--- config.mk ---
export PLATFORM = sky130hd
export DESIGN_NAME = spi_pot_decoder
export DESIGN_NICKNAME = d
export VERILOG_FILES = /design/src/rtl/spi_pot_pkg.sv /design/src/rtl/spi_pot_sync.sv /design/src/rtl/spi_pot_rx.sv /design/src/rtl/spi_pot_tx.sv /design/src/rtl/spi_pot_decoder.sv
export SDC_FILE = /design/constraint.sdc
export NUM_CORES = 1
export LEC_CHECK = 0
export BUFFER_PORTS_ARGS = -buffer_cell sky130_fd_sc_hd__buf_2
export CAP_MARGIN = 10
export CORE_ASPECT_RATIO = 0.6
export CORE_MARGIN = 2
export CORE_UTILIZATION = 55
export CTS_CLUSTER_DIAMETER = 100
export CTS_CLUSTER_SIZE = 8
export DETAILED_ROUTE_END_ITERATION = 10
export PLACE_DENSITY = 0.79
export SLEW_MARGIN = 15
export SYNTH_ARGS = -nofsm -noshare
export SYNTH_HDL_FRONTEND = slang
export SYNTH_SLANG_ARGS = --single-unit
--- constraint.sdc ---
create_clock -name clk -period 2.48 [get_ports clk]
set_clock_uncertainty 0.1 [all_clocks]
set_input_delay 0.372 -clock clk [delete_from_list [all_inputs] [get_ports clk]]
set_output_delay 0.372 -clock clk [all_outputs]
set_load 0.01 [all_outputs]
--- src/rtl/spi_pot_pkg.sv ---
package spi_pot_pkg;

  localparam logic [3:0] DEVICE_TYPE = 4'b0101;

  localparam logic [3:0] OP_STEP       = 4'b0010;
  localparam logic [3:0] OP_STATUS     = 4'b0101;
  localparam logic [3:0] OP_RD_WIPER   = 4'b1001;
  localparam logic [3:0] OP_WR_WIPER   = 4'b1010;
  localparam logic [3:0] OP_RD_REG     = 4'b1011;
  localparam logic [3:0] OP_WR_REG     = 4'b1100;
  localparam logic [3:0] OP_REG2WIPER  = 4'b1101;
  localparam logic [3:0] OP_WIPER2REG  = 4'b1110;

  typedef enum logic [2:0] {
    PH_IDLE, PH_ID, PH_INSTR, PH_DATA, PH_STEP, PH_DONE, PH_IGNORE
  } phase_e;

  function automatic logic op_is_read(input logic [3:0] op);
    return (op == OP_RD_WIPER) || (op == OP_RD_REG) || (op == OP_STATUS);
  endfunction

endpackage

--- src/rtl/spi_pot_sync.sv ---
module spi_pot_sync #(
  parameter int WIDTH  = 4,
  parameter int STAGES = 2
) (
  input  logic             clk,
  input  logic             rst,
  input  logic [WIDTH-1:0] d_in,
  output logic [WIDTH-1:0] d_out
);
  logic [WIDTH-1:0] pipe [STAGES];

  always_ff @(posedge clk) begin
    if (rst) begin
      for (int i = 0; i < STAGES; i++) pipe[i] <= '0;
    end else begin
      pipe[0] <= d_in;
      for (int i = 1; i < STAGES; i++) pipe[i] <= pipe[i-1];
    end
  end

  assign d_out = pipe[STAGES-1];
endmodule

--- src/rtl/spi_pot_rx.sv ---
module spi_pot_rx #(
  parameter int BITS = 8
) (
  input  logic            clk,
  input  logic            rst,
  input  logic            clr,
  input  logic            take,
  input  logic            bit_in,
  output logic [BITS-1:0] byte_q,
  output logic            byte_done
);
  localparam int CW = $clog2(BITS);
  localparam logic [CW-1:0] LAST = CW'(BITS - 1);

  logic [CW-1:0] cnt;

  always_ff @(posedge clk) begin
    if (rst || clr) begin
      cnt       <= '0;
      byte_q    <= '0;
      byte_done <= 1'b0;
    end else begin
      byte_done <= 1'b0;
      if (take) begin
        byte_q <= {byte_q[BITS-2:0], bit_in};
        if (cnt == LAST) begin
          cnt       <= '0;
          byte_done <= 1'b1;
        end else begin
          cnt <= cnt + 1'b1;
        end
      end
    end
  end

  // with no accepted edge the bit position does not move
  assert_count_frozen_R9: assert property (@(posedge clk) disable iff (rst)
    (!take && !clr) |=> $stable(cnt));
endmodule

--- src/rtl/spi_pot_tx.sv ---
module spi_pot_tx #(
  parameter int BITS = 8
) (
  input  logic            clk,
  input  logic            rst,
  input  logic            load,
  input  logic [BITS-1:0] load_val,
  input  logic            shift,
  output logic            bit_out
);
  logic [BITS-1:0] sh;

  always_ff @(posedge clk) begin
    if (rst) begin
      sh      <= '0;
      bit_out <= 1'b0;
    end else if (load) begin
      sh      <= load_val;
      bit_out <= 1'b0;
    end else if (shift) begin
      bit_out <= sh[BITS-1];
      sh      <= {sh[BITS-2:0], 1'b0};
    end
  end
endmodule

--- src/rtl/spi_pot_decoder.sv ---
module spi_pot_decoder
  import spi_pot_pkg::*;
#(
  parameter int DATA_W      = 8,
  parameter int STRAP_W     = 2,
  parameter int SYNC_STAGES = 2
) (
  input  logic              clk,
  input  logic              rst,
  input  logic              sck,
  input  logic              si,
  input  logic              cs_n,
  input  logic              hold_n,
  input  logic [STRAP_W-1:0] strap,
  output logic              so,
  output logic              so_oe,
  input  logic [DATA_W-1:0] wiper_q,
  input  logic [DATA_W-1:0] dreg_q,
  input  logic              wip,
  output logic [1:0]        reg_sel,
  output logic [1:0]        bank_sel,
  output logic [DATA_W-1:0] wr_data,
  output logic              wiper_load,
  output logic              dreg_store,
  output logic              dreg_to_wiper,
  output logic              wiper_to_dreg,
  output logic              step_up,
  output logic              step_dn
);
  localparam int PAD_W = DATA_W - 4 - STRAP_W;

  logic [3:0] pins_s;
  logic sck_s, si_s, csn_s, holdn_s;
  logic sck_d, csn_d;

  spi_pot_sync #(.WIDTH(4), .STAGES(SYNC_STAGES)) u_sync (
    .clk(clk), .rst(rst),
    .d_in({sck, si, cs_n, hold_n}),
    .d_out(pins_s)
  );
  assign {sck_s, si_s, csn_s, holdn_s} = pins_s;

  always_ff @(posedge clk) begin
    if (rst) begin
      sck_d <= 1'b0;
      csn_d <= 1'b0;
    end else begin
      sck_d <= sck_s;
      csn_d <= csn_s;
    end
  end

  logic live, sck_rise, sck_fall, cs_fall, cs_rise;
  assign live     = !csn_s && holdn_s;
  assign sck_rise = sck_s && !sck_d;
  assign sck_fall = !sck_s && sck_d;
  assign cs_fall  = !csn_s && csn_d;
  assign cs_rise  = csn_s && !csn_d;

  phase_e             phase;
  logic [3:0]         op_q;
  logic               rx_take, rx_done, tx_load, tx_shift, reading;
  logic [DATA_W-1:0]  rx_byte, tx_val;
  logic [DATA_W-1:0]  id_expect;

  assign id_expect = {DEVICE_TYPE, {PAD_W{1'b0}}, strap};
  assign reading   = op_is_read(op_q);
  assign rx_take   = sck_rise && live &&
                     (phase == PH_ID || phase == PH_INSTR || phase == PH_DATA);
  assign tx_shift  = sck_fall && live && reading && (phase == PH_DATA);

  spi_pot_rx #(.BITS(DATA_W)) u_rx (
    .clk(clk), .rst(rst), .clr(cs_fall || cs_rise),
    .take(rx_take), .bit_in(si_s),
    .byte_q(rx_byte), .byte_done(rx_done)
  );

  always_comb begin
    case (op_q)
      OP_RD_WIPER: tx_val = wiper_q;
      OP_RD_REG:   tx_val = dreg_q;
      OP_STATUS:   tx_val = {{(DATA_W-1){1'b0}}, wip};
      default:     tx_val = '0;
    endcase
  end

  spi_pot_tx #(.BITS(DATA_W)) u_tx (
    .clk(clk), .rst(rst), .load(tx_load), .load_val(tx_val),
    .shift(tx_shift), .bit_out(so)
  );

  always_ff @(posedge clk) begin
    if (rst) begin
      phase         <= PH_IDLE;
      op_q          <= '0;
      reg_sel       <= '0;
      bank_sel      <= '0;
      wr_data       <= '0;
      tx_load       <= 1'b0;
      so_oe         <= 1'b0;
      wiper_load    <= 1'b0;
      dreg_store    <= 1'b0;
      dreg_to_wiper <= 1'b0;
      wiper_to_dreg <= 1'b0;
      step_up       <= 1'b0;
      step_dn       <= 1'b0;
    end else begin
      tx_load       <= 1'b0;
      wiper_load    <= 1'b0;
      dreg_store    <= 1'b0;
      dreg_to_wiper <= 1'b0;
      wiper_to_dreg <= 1'b0;
      step_up       <= 1'b0;
      step_dn       <= 1'b0;
      so_oe         <= live && reading && (phase == PH_DATA || phase == PH_DONE);

      if (cs_rise) begin
        if (phase == PH_DONE) begin
          case (op_q)
            OP_WR_WIPER:  wiper_load    <= 1'b1;
            OP_WR_REG:    dreg_store    <= 1'b1;
            OP_REG2WIPER: dreg_to_wiper <= 1'b1;
            OP_WIPER2REG: wiper_to_dreg <= 1'b1;
            default: ;
          endcase
        end
        phase <= PH_IDLE;
      end else if (cs_fall) begin
        phase <= PH_ID;
      end else begin
        case (phase)
          PH_ID: if (rx_done)
            phase <= (rx_byte == id_expect) ? PH_INSTR : PH_IGNORE;
          PH_INSTR: if (rx_done) begin
            op_q     <= rx_byte[DATA_W-1 -: 4];
            reg_sel  <= rx_byte[3:2];
            bank_sel <= rx_byte[1:0];
            case (rx_byte[DATA_W-1 -: 4])
              OP_RD_WIPER, OP_RD_REG, OP_STATUS: begin
                phase   <= PH_DATA;
                tx_load <= 1'b1;
              end
              OP_WR_WIPER, OP_WR_REG: phase <= PH_DATA;
              OP_REG2WIPER, OP_WIPER2REG:
                phase <= (rx_byte[1:0] == 2'b00) ? PH_DONE : PH_IGNORE;
              OP_STEP: phase <= PH_STEP;
              default: phase <= PH_IGNORE;
            endcase
          end
          PH_DATA: if (rx_done) begin
            wr_data <= rx_byte;
            phase   <= PH_DONE;
          end
          PH_STEP: if (sck_rise && live) begin
            step_up <= si_s;
            step_dn <= !si_s;
          end
          PH_DONE: if (sck_rise && live) phase <= PH_IGNORE;
          default: ;
        endcase
      end
    end
  end

  // strobes never overlap
  assert_one_strobe_R11: assert property (@(posedge clk) disable iff (rst)
    $onehot0({wiper_load, dreg_store, dreg_to_wiper, wiper_to_dreg, step_up, step_dn}));

  // a strobe is never two cycles wide
  assert_strobe_single_R11: assert property (@(posedge clk) disable iff (rst)
    (wiper_load || dreg_store || dreg_to_wiper || wiper_to_dreg) |=>
    !(wiper_load || dreg_store || dreg_to_wiper || wiper_to_dreg));

  // committing strobes only follow a select release
  assert_commit_on_release_R4: assert property (@(posedge clk) disable iff (rst)
    (wiper_load || dreg_store || dreg_to_wiper || wiper_to_dreg) |-> $past(cs_rise));

  // step pulses only come out of the step phase
  assert_step_in_phase_R8: assert property (@(posedge clk) disable iff (rst)
    (step_up || step_dn) |-> $past(phase == PH_STEP));

  // the output is driven only after a read reached its data phase
  assert_oe_read_only_R7: assert property (@(posedge clk) disable iff (rst)
    so_oe |-> $past(phase == PH_DATA || phase == PH_DONE));
endmodule

==> Yosys cells after proc, flatten, opt, wreduce, memory -nomap -nowiden <==
Memory sizes are Yosys's and may differ from the RTL's.
Index checks and enable logic that the tools add are counted.
{ "totals": {"reg_bits": 50, "latchBits": 0, "ramBits": 8, "rom_bits": 0, "input_bits": 25, "out_inout_bits": 20, "wordCells": 129, "memories": 1} }
{ "memory_table": {"columns": ["name", "depth", "word_bits", "read_ports", "rd_clocked_by_memory_dff", "write_ports", "line", "text"], "rows": [
  ["u_sync.pipe", 2, 4, 2, 0, 2, "spi_pot_sync.sv:10", "logic [WIDTH-1:0] pipe [STAGES];"]
]} }
{ "op_classes": {"n_addsub": 1, "n_mul": 0, "div": 0, "n_lt_le_gt_ge": 0, "eq_ne": 30, "n_shift": 0, "mux": 24, "n_bitwise": 10, "n_reduce_logical": 42} }
{ "op_table": {"columns": ["cell", "count"], "rows": [
  ["4-bit == test (second input constant)", 12],
  ["8-bit case mux with 3 select lines", 1],
  ["3-bit two-way mux", 6],
  ["8-bit two-way mux", 2],
  ["5-bit OR reduction", 3],
  ["1-bit logical AND", 12],
  ["3-bit case mux with 4 select lines", 1],
  ["1-bit two-way mux", 10],
  ["5-bit AND reduction", 2],
  ["3-bit == test (second input constant)", 3],
  ["3-bit by 2-bit inequality test with 1-bit output (second input constant)", 3],
  ["3-bit case mux with 3 select lines", 1],
  ["3-bit OR reduction", 3],
  ["4-bit by 3-bit == test with 1-bit output (second input constant)", 2],
  ["8-bit by 7-bit == test with 1-bit output", 1],
  ["4-bit two-way mux", 2],
  ["1-bit inverter", 8],
  ["4-bit AND reduction", 2],
  ["2-bit OR reduction", 4],
  ["1-bit logical OR", 7],
  ["3-bit by 2-bit == test with 1-bit output (second input constant)", 2],
  ["2-bit by 1-bit inequality test with 1-bit output (second input constant)", 3],
  ["1-bit logical NOT", 5],
  ["5-bit nonzero test", 1],
  ["10 further kinds", 11]
]} }

==> Logic depth before layout (Yosys ltp) <==
Gate-level depths: netlist of run 1.
An unclocked memory read counts as a cell.
{ "depth": {"depth_word": 8, "mapped_depth": 6, "mapped_depth_nobuf": 5} }

==> Modules after synthesis <==
Synthesis of run 1 repeated with hierarchy kept, for this count alone.
{ "unflattened": {"cells_unflattened": 266, "hier_area_um2": 2583.7} }
{ "modules_own_cells": {"columns": ["mod", "n_inst", "cells_per_inst", "area_each_um2", "seq_area_each_um2"], "rows": [
  ["spi_pot_decoder", 1, 165, 1487.7, 580.6],
  ["spi_pot_rx", 1, 42, 449.2, 240.2],
  ["spi_pot_tx", 1, 39, 406.6, 180.2],
  ["spi_pot_sync", 1, 20, 240.2, 160.2]
]} }

==> Worst setup path before layout of run 1 <==
Ideal clock, no wire load.
{ "synth_timing": {"kind": "register -> register", "start": "register op_q[2]", "end": "register u_tx.sh[1]", "setup_time_ps": 86, "t_arrival_ps": 1557, "required_ps": 2294, "path_slack_ps": 737, "path_stages_with_launch": 6, "path_buffers": 1, "synth_period_minus_slack_ps": 1743, "path_cell_list": "dfxtp_1 > or3b_1 > a211o_1 > buf_6 > nor2b_4 > a221oi_2"} }
{ "synth_via": {"elab_chain_len": 6, "elab_cells_between_ends": 10, "cone_classes": "eq/ne (3); mux (2); reduce/logical (5)"} }
{ "synth_rtl": {"columns": ["element", "line", "text"], "rows": [
  ["start: declaration", "spi_pot_decoder.sv:61", "logic [3:0] op_q;"],
  ["start signal: assignment", "spi_pot_decoder.sv:135", "op_q <= rx_byte[DATA_W-1 -: 4];"],
  ["4-bit == test", "spi_pot_pkg.sv:19, spi_pot_decoder.sv:79", null],
  ["1-bit logical OR (2 in series)", "spi_pot_pkg.sv:19", "return (op == OP_RD_WIPER) || (op == OP_RD_REG) || (op == OP_STATUS);"],
  ["1-bit logical AND (2 in series)", "spi_pot_decoder.sv:70", "assign tx_shift = sck_fall && live && reading && (phase == PH_DATA);"],
  ["2-bit nonzero test (no source line)", null, null],
  ["end signal: assignment", "spi_pot_tx.sv:18", "sh <= load_val;"],
  ["end signal: assignment", "spi_pot_tx.sv:22", "sh <= {sh[BITS-2:0], 1'b0};"],
  ["end: declaration", "spi_pot_tx.sv:11", "logic [BITS-1:0] sh;"]
]} }
Several ways; a longest one is shown, not always the timed one.
A chain may end at the register's enable or synchronous reset.

==> Worst setup path in the final report of run 1 <==
{ "layout_timing": {"start": "register op_q[1]", "end": "register u_tx.sh[1]"} }
Same word-level chain as after synthesis.

==> results of run 1 <==
## worst reg2reg max path, stage by stage, from the launching register on
cell      delay [ns]
dfxtp_1         0.46
or3b_1          0.47
a211o_1         0.46
nor2b_4         0.23
a221oi_2        0.29
## layout by cell type, fill, tap and decap left out, types with 9 or more instances in the layout
| master | n |
|---|---|
| inv_1 | 13 |
| mux2i_1 | 29 |
| nor2b_1 | 14 |
| buf_2 | 44 |
| dfxtp_1 | 58 |
| nor2_1 | 39 |
| clkbuf_8 | 9 |
| nand2_1 | 12 |
## stage by stage
stage,std cells,util [%]
2_1_floorplan,259,-
3_3_place_gp,352,62.0
3_5_place_dp,352,62.0
4_1_cts,368,66.0
5_1_grt,368,66.0
6_report,368,66.0
## layout make-up
type	count	area share [%]
repair buffers	49	8.65
well taps	63	2.65
flip-flops and latches	58	39.0
clock inverters	3	1.34
clock buffers	13	4.66
multi-input cells	169	42.1
inverters	13	1.64
## power by group
group / switching [µW] / leakage [µW] / internal, µW
combinational: 29.4 / 0.000660 / 28.6
clock: 339 / 0.0000914 / 462
sequential: 3.37 / 0.000469 / 939
total: 372 / 0.00122 / 1430
## worst max-delay path by stage
| stage | startpoint | endpoint |
|---|---|---|
| 6_report | op_q[1]$_SDFFE_PP0P_ | u_tx.sh[1]$_SDFFE_PP0P_ |
| 5_1_grt | op_q[1]$_SDFFE_PP0P_ | u_tx.sh[1]$_SDFFE_PP0P_ |
| 4_1_cts | op_q[1]$_SDFFE_PP0P_ | u_tx.sh[1]$_SDFFE_PP0P_ |
| 3_5_place_dp | op_q[1]$_SDFFE_PP0P_ | u_tx.sh[1]$_SDFFE_PP0P_ |
| 3_3_place_gp | op_q[1]$_SDFFE_PP0P_ | u_tx.sh[2]$_SDFFE_PP0P_ |
| 2_1_floorplan | op_q[2]$_SDFFE_PP0P_ | u_tx.sh[1]$_SDFFE_PP0P_ |
## state kept, by name, summed over array words and instances (netlist names)
| name | cells |
|---|---|
| op_q | 4 |
| u_sync.pipe | 8 |
| u_tx.bit_out | 1 |
| wiper_load | 1 |
| wr_data | 8 |
| step_dn | 1 |
| tx_load | 1 |
| phase | 3 |
| step_up | 1 |
| u_rx.byte_q | 8 |
| u_rx.cnt | 3 |
| dreg_store | 1 |
| reg_sel | 2 |
| dreg_to_wiper | 1 |
| so_oe | 1 |
| u_tx.sh | 8 |
| csn_d | 1 |
| wiper_to_dreg | 1 |
| bank_sel | 2 |
| u_rx.byte_done | 1 |
| sck_d | 1 |
## logic make-up (layout without fill, tap and decap cells)
kind of cell,count (synthesis),in the layout
AOI/OAI and AO/OA,34,34
xor gates and xnor gates,3,3
adders and majority gates,4,4
buffers and inverters,32,78
DFF,58,58
muxes,36,36
and+or+nand+nor,92,92
## routing by layer
layer  share of wire [%]  GRT usage [%]  vias to the layer above
met5                   0              0                        -
met4                0.59           5.76                        0
met3                 6.0           9.26                        4
met2                  41           30.1                       51
met1                  52           32.2                      931
li1                    -              -                      988
==> results_dict.tcl, run 1 <==
set metrics [dict create \
    rsz0062_at_grt "no" \
    synthMuxAreaShare_pct 14.5 \
    async_flop_share_pct 0 \
    fmax_mhz 479 \
    synth_top_family_by_area "simple AND/OR/NAND/NOR gates" \
    die_w_um 91.7 \
    reg2reg_to "u_tx.sh[1]$_SDFFE_PP0P_" \
    die_area_mm2 0.00519 \
    clock_sinks 58 \
    cts_htree_levels 3 \
    hp-class "in -> reg" \
    critPathKind "reg -> reg" \
    ys_ff_latch 58 \
    grt_overflow_total 0 \
    status "finished, final reports clean" \
    dp_slack_ns 0.419 \
    synth_edf_count 0 \
    cts_setup_buffers 0 \
    cellPowerDensity_mw_per_mm2 605 \
    total_power_uw 1800 \
    area_growth_pct 17.3 \
    whs_ns 0.142 \
    core_mm2 0.00452 \
    ctsHoldBuffers 0 \
    final_area_mm2 0.00298 \
    worstReg2RegStart "op_q[1]$_SDFFE_PP0P_" \
    synthFlopType "dfxtp_1" \
    start_util_pct 56.2 \
    fin_crit_sh_pct 84.2 \
    layout.nets 329 \
    synth_area_mm2 0.00254 \
    synth_fp_nets 288 \
    vias 1974 \
    synth_top_area_share_pct 45.7 \
    crit_arrival_ns 2.24 \
    num_rows 19 \
    fin_ws_ns 0.392 \
    drc_errors 0 \
    slew_headroom_pct 66.4 \
    synth_simple_gate_area_share_pct 19.7 \
    holdPathStages 2 \
    die_y_um 56.6 \
    firstDrtPassIters 4 \
    routedWlPerCell_um 14.3 \
    cts_tree "done" \
    synth_xor_area_share_pct 1.03 \
    cpPeakStageDelay_ns 0.46 \
    r2r_slack_ns 0.39 \
    routed_wl_mm 5.27 \
    tns_ns 0 \
    synth-compound-area-share_pct 11.9 \
    crit_fanout 12 \
    finalHoldViolations 0 \
    port-buffer-count 44 \
    multi_input_area_mm2 0.00125 \
    yosys-top-cells-area "dfxtp_1 46%, mux2i_1 11%, nor2_1 5.8%" \
    crit_cells 4 \
    drtAntennaViolNets 0 \
    holdPathEnd "u_sync.pipe[0][0]$_SDFF_PP0_" \
    yosys-top-cells-count "58 x dfxtp_1, 39 x nor2_1, 29 x mux2i_1" \
    via_per_inst 5.36 \
    hpwl_mm 3.76 \
    cts.path.max_buffers 2 \
    cts_resized 0 \
    reg2regPathDepth 4 \
    synth.distinct_cells 46 \
    crit_family "compound AO/OA/AOI/OAI gates" \
    first_iter_violations 129 \
    place_area_mm2 0.00280 \
    worstPathCellList "or3b_1 > a211o_1 > nor2b_4 > a221oi_2" \
    synthCells 259 \
    start_kind "flop" \
    cellLeakagePower_uw 0.00122 \
    synth.most_common_cell "dfxtp_1" \
    antenna_found_initial 0 \
    globalplace.congestion 0.914 \
    drv_slew 0 \
    ys_warn_count 0 \
    worst_path_max_delay_cell "dfxtp_1" \
    clk_pin_slew_ns 0.06 \
    setup_viol 0 \
    synth_area_per_cell_um2 9.80 \
    post-route-min-period_ns 2.09 \
    grt_pass1_vias 1850 \
    cts_made_buffers 9 \
    ys_seq_area_share_pct 45.7 \
    cts_root_buf "clkbuf_8" \
    grt_usage_pct 22.1 \
    nFillCells 387 \
    io_pins 45 \
    path_buf_inv 0 \
    antenna-diode-count 0 \
    insertion_delay_ns 0.34 \
    ff_latch_area_mm2 0.00116 \
    synth_adder_area_share_pct 1.97 \
    ir_drop_mv 0.491 \
    tightest_slew_ns 0.500 \
    maxCapViolations 0 \
    grt_max_degree 26 \
    hp-start "hold_n" \
    end_kind "flop" \
    grt_pass1_wl_mm 8.85 \
    drive_gt1_share_pct 25.6 \
    synth_area_leader_cell "dfxtp_1" \
    required_ns 2.63 \
]
(Power assumes the default switching activity.)
==> run 2, diff against run 1 <==
CORE_UTILIZATION = 50   (was 55)
PLACE_DENSITY = 0.75   (was 0.79)
clock period = 1.8 ns   (was 2.48 ns; I/O delays follow)
==> results_dict.tcl, run 2 (same netlist as run 1, synthesis figures left out) <==
set metrics [dict create \
    status "finished, final reports clean" \
    post-route-min-period_ns 1.71 \
    slew_headroom_pct 66.8 \
    maxCapViolations 0 \
    cellPowerDensity_mw_per_mm2 849 \
    firstDrtPassIters 7 \
    crit_family "compound AO/OA/AOI/OAI gates" \
    die_area_mm2 0.00568 \
    cts_tree "done" \
    clk_pin_slew_ns 0.06 \
    fmax_mhz 584 \
    antenna_found_initial 0 \
    num_rows 20 \
    ir_drop_mv 0.507 \
    routed_wl_mm 5.49 \
    drv_slew 0 \
    antenna-diode-count 0 \
    cellLeakagePower_uw 0.00135 \
    start_kind "flop" \
    cts_root_buf "clkbuf_8" \
    grt_max_degree 36 \
    drtAntennaViolNets 0 \
    critPathKind "reg -> reg" \
    die_y_um 59.2 \
    worstPathCellList "or3b_4 > a211o_1 > buf_4 > o21bai_1 > a221oi_2" \
    worst_path_max_delay_cell "or3b_4" \
    cts_made_buffers 9 \
    insertion_delay_ns 0.34 \
    grt_pass1_wl_mm 8.99 \
    grt_usage_pct 21.4 \
    drc_errors 0 \
    final_common_cell "dfxtp_1" \
    port-buffer-count 44 \
    layout.nets 341 \
    area_growth_pct 25.1 \
    grt_pass1_vias 1857 \
    required_ns 1.90 \
    tightest_slew_ns 0.498 \
    clock_sinks 58 \
    core_mm2 0.00498 \
    crit_fanout 8 \
    first_iter_violations 177 \
    fin_crit_sh_pct 95.2 \
    rsz0062_at_grt "no" \
    vias 2011 \
    die_w_um 96.0 \
    globalplace.congestion 0.850 \
    total_power_uw 2690 \
    cts_htree_levels 3 \
    finalHoldViolations 0 \
    drive_gt1_share_pct 31.9 \
    cpPeakStageDelay_ns 0.41 \
    crit_arrival_ns 1.81 \
    path_buf_inv 1 \
    hp-class "in -> reg" \
    grt_overflow_total 0 \
    io_pins 45 \
    routedWlPerCell_um 14.3 \
    cts.path.max_buffers 2 \
    final_cell_mix "57 x dfxtp_1, 44 x buf_2, 39 x nor2_1" \
    via_per_inst 5.25 \
    setup_viol 0 \
    tns_ns 0 \
    hpwl_mm 3.90 \
    start_util_pct 51.0 \
    end_kind "flop" \
]
[run 2: changes by cell type in the layout (fill, tap and decap cells not counted), sizes merged]
cell | before | now
clkinvlp | 0 | 1
clkbuf | 13 | 11
bufinv | 1 | 2
buf | 49 | 61
[run 2: worst reg2reg max path, stage by stage, from the launching register on]
cell	delay, ns
dfxtp_1	0.32
or3b_4	0.41
a211o_1	0.30
buf_4	0.19
o21bai_1	0.19
a221oi_2	0.08
[run 2: path summary, 6_finish.rpt]
| check | cells past startpoint | end | from | slack, ns |
|---|---|---|---|---|
| min | 2 | u_sync.pipe[0][3]$_SDFF_PP0_ | sck | 0.04 |
| max | 5 | u_tx.sh[2]$_SDFFE_PP0P_ | op_q[3]$_SDFFE_PP0P_ | 0.09 |
| max reg2reg | 5 | u_tx.sh[2]$_SDFFE_PP0P_ | op_q[3]$_SDFFE_PP0P_ | 0.09 |
| min reg2reg | 1 | u_sync.pipe[0][7]$_SDFF_PP0_ | u_sync.pipe[0][3]$_SDFF_PP0_ | 0.34 |
[run 2: power breakdown]
part	internal, µW	leakage, µW	switching [µW]	total (µW)
logic	42.0	0.000769	40.1	82.1
clock network	812	0.000109	503	1310
registers	1290	0.000469	4.74	1300
[run 2: layout make-up]
class	count	area [µm²]
Fill cell	420	1800
Multi-Input combinational cell	169	1300
Sequential cell	58	1160
Timing Repair Buffer	61	360
Clock buffer	11	141
Tap cell	66	82.6
Clock inverter	5	77.6
Inverter	13	48.8
[run 2: repair_timing]
action / CTS / global route
setup buffers: 0 / 0
hold buffers: 0 / 0
resized for setup: 0 / 9
endpoints found under the setup margin: 0 / 13
[run 2: metrics by stage]
step	instances	hold slack [ns]	cell area, µm²	setup WS [ns]	utilization [%]
global placement	367	0.318	2910	0.0754	58.4
detailed placement	367	0.327	2910	0.0376	58.4
CTS	383	0.0266	3130	0.0153	62.8
floorplan	259	0.298	2540	0.0568	-
global route	383	0.0382	3180	0.0122	63.8
finish	383	0.0392	3180	0.0872	63.8
[run 2: per-layer routing]
layer / wire length [µm] / global-route usage (%)
met3: 321 / 6.74
met1: 2850 / 30.6
met4: 87 / 8.78
met2: 2230 / 29.8
met5: 0 / 0
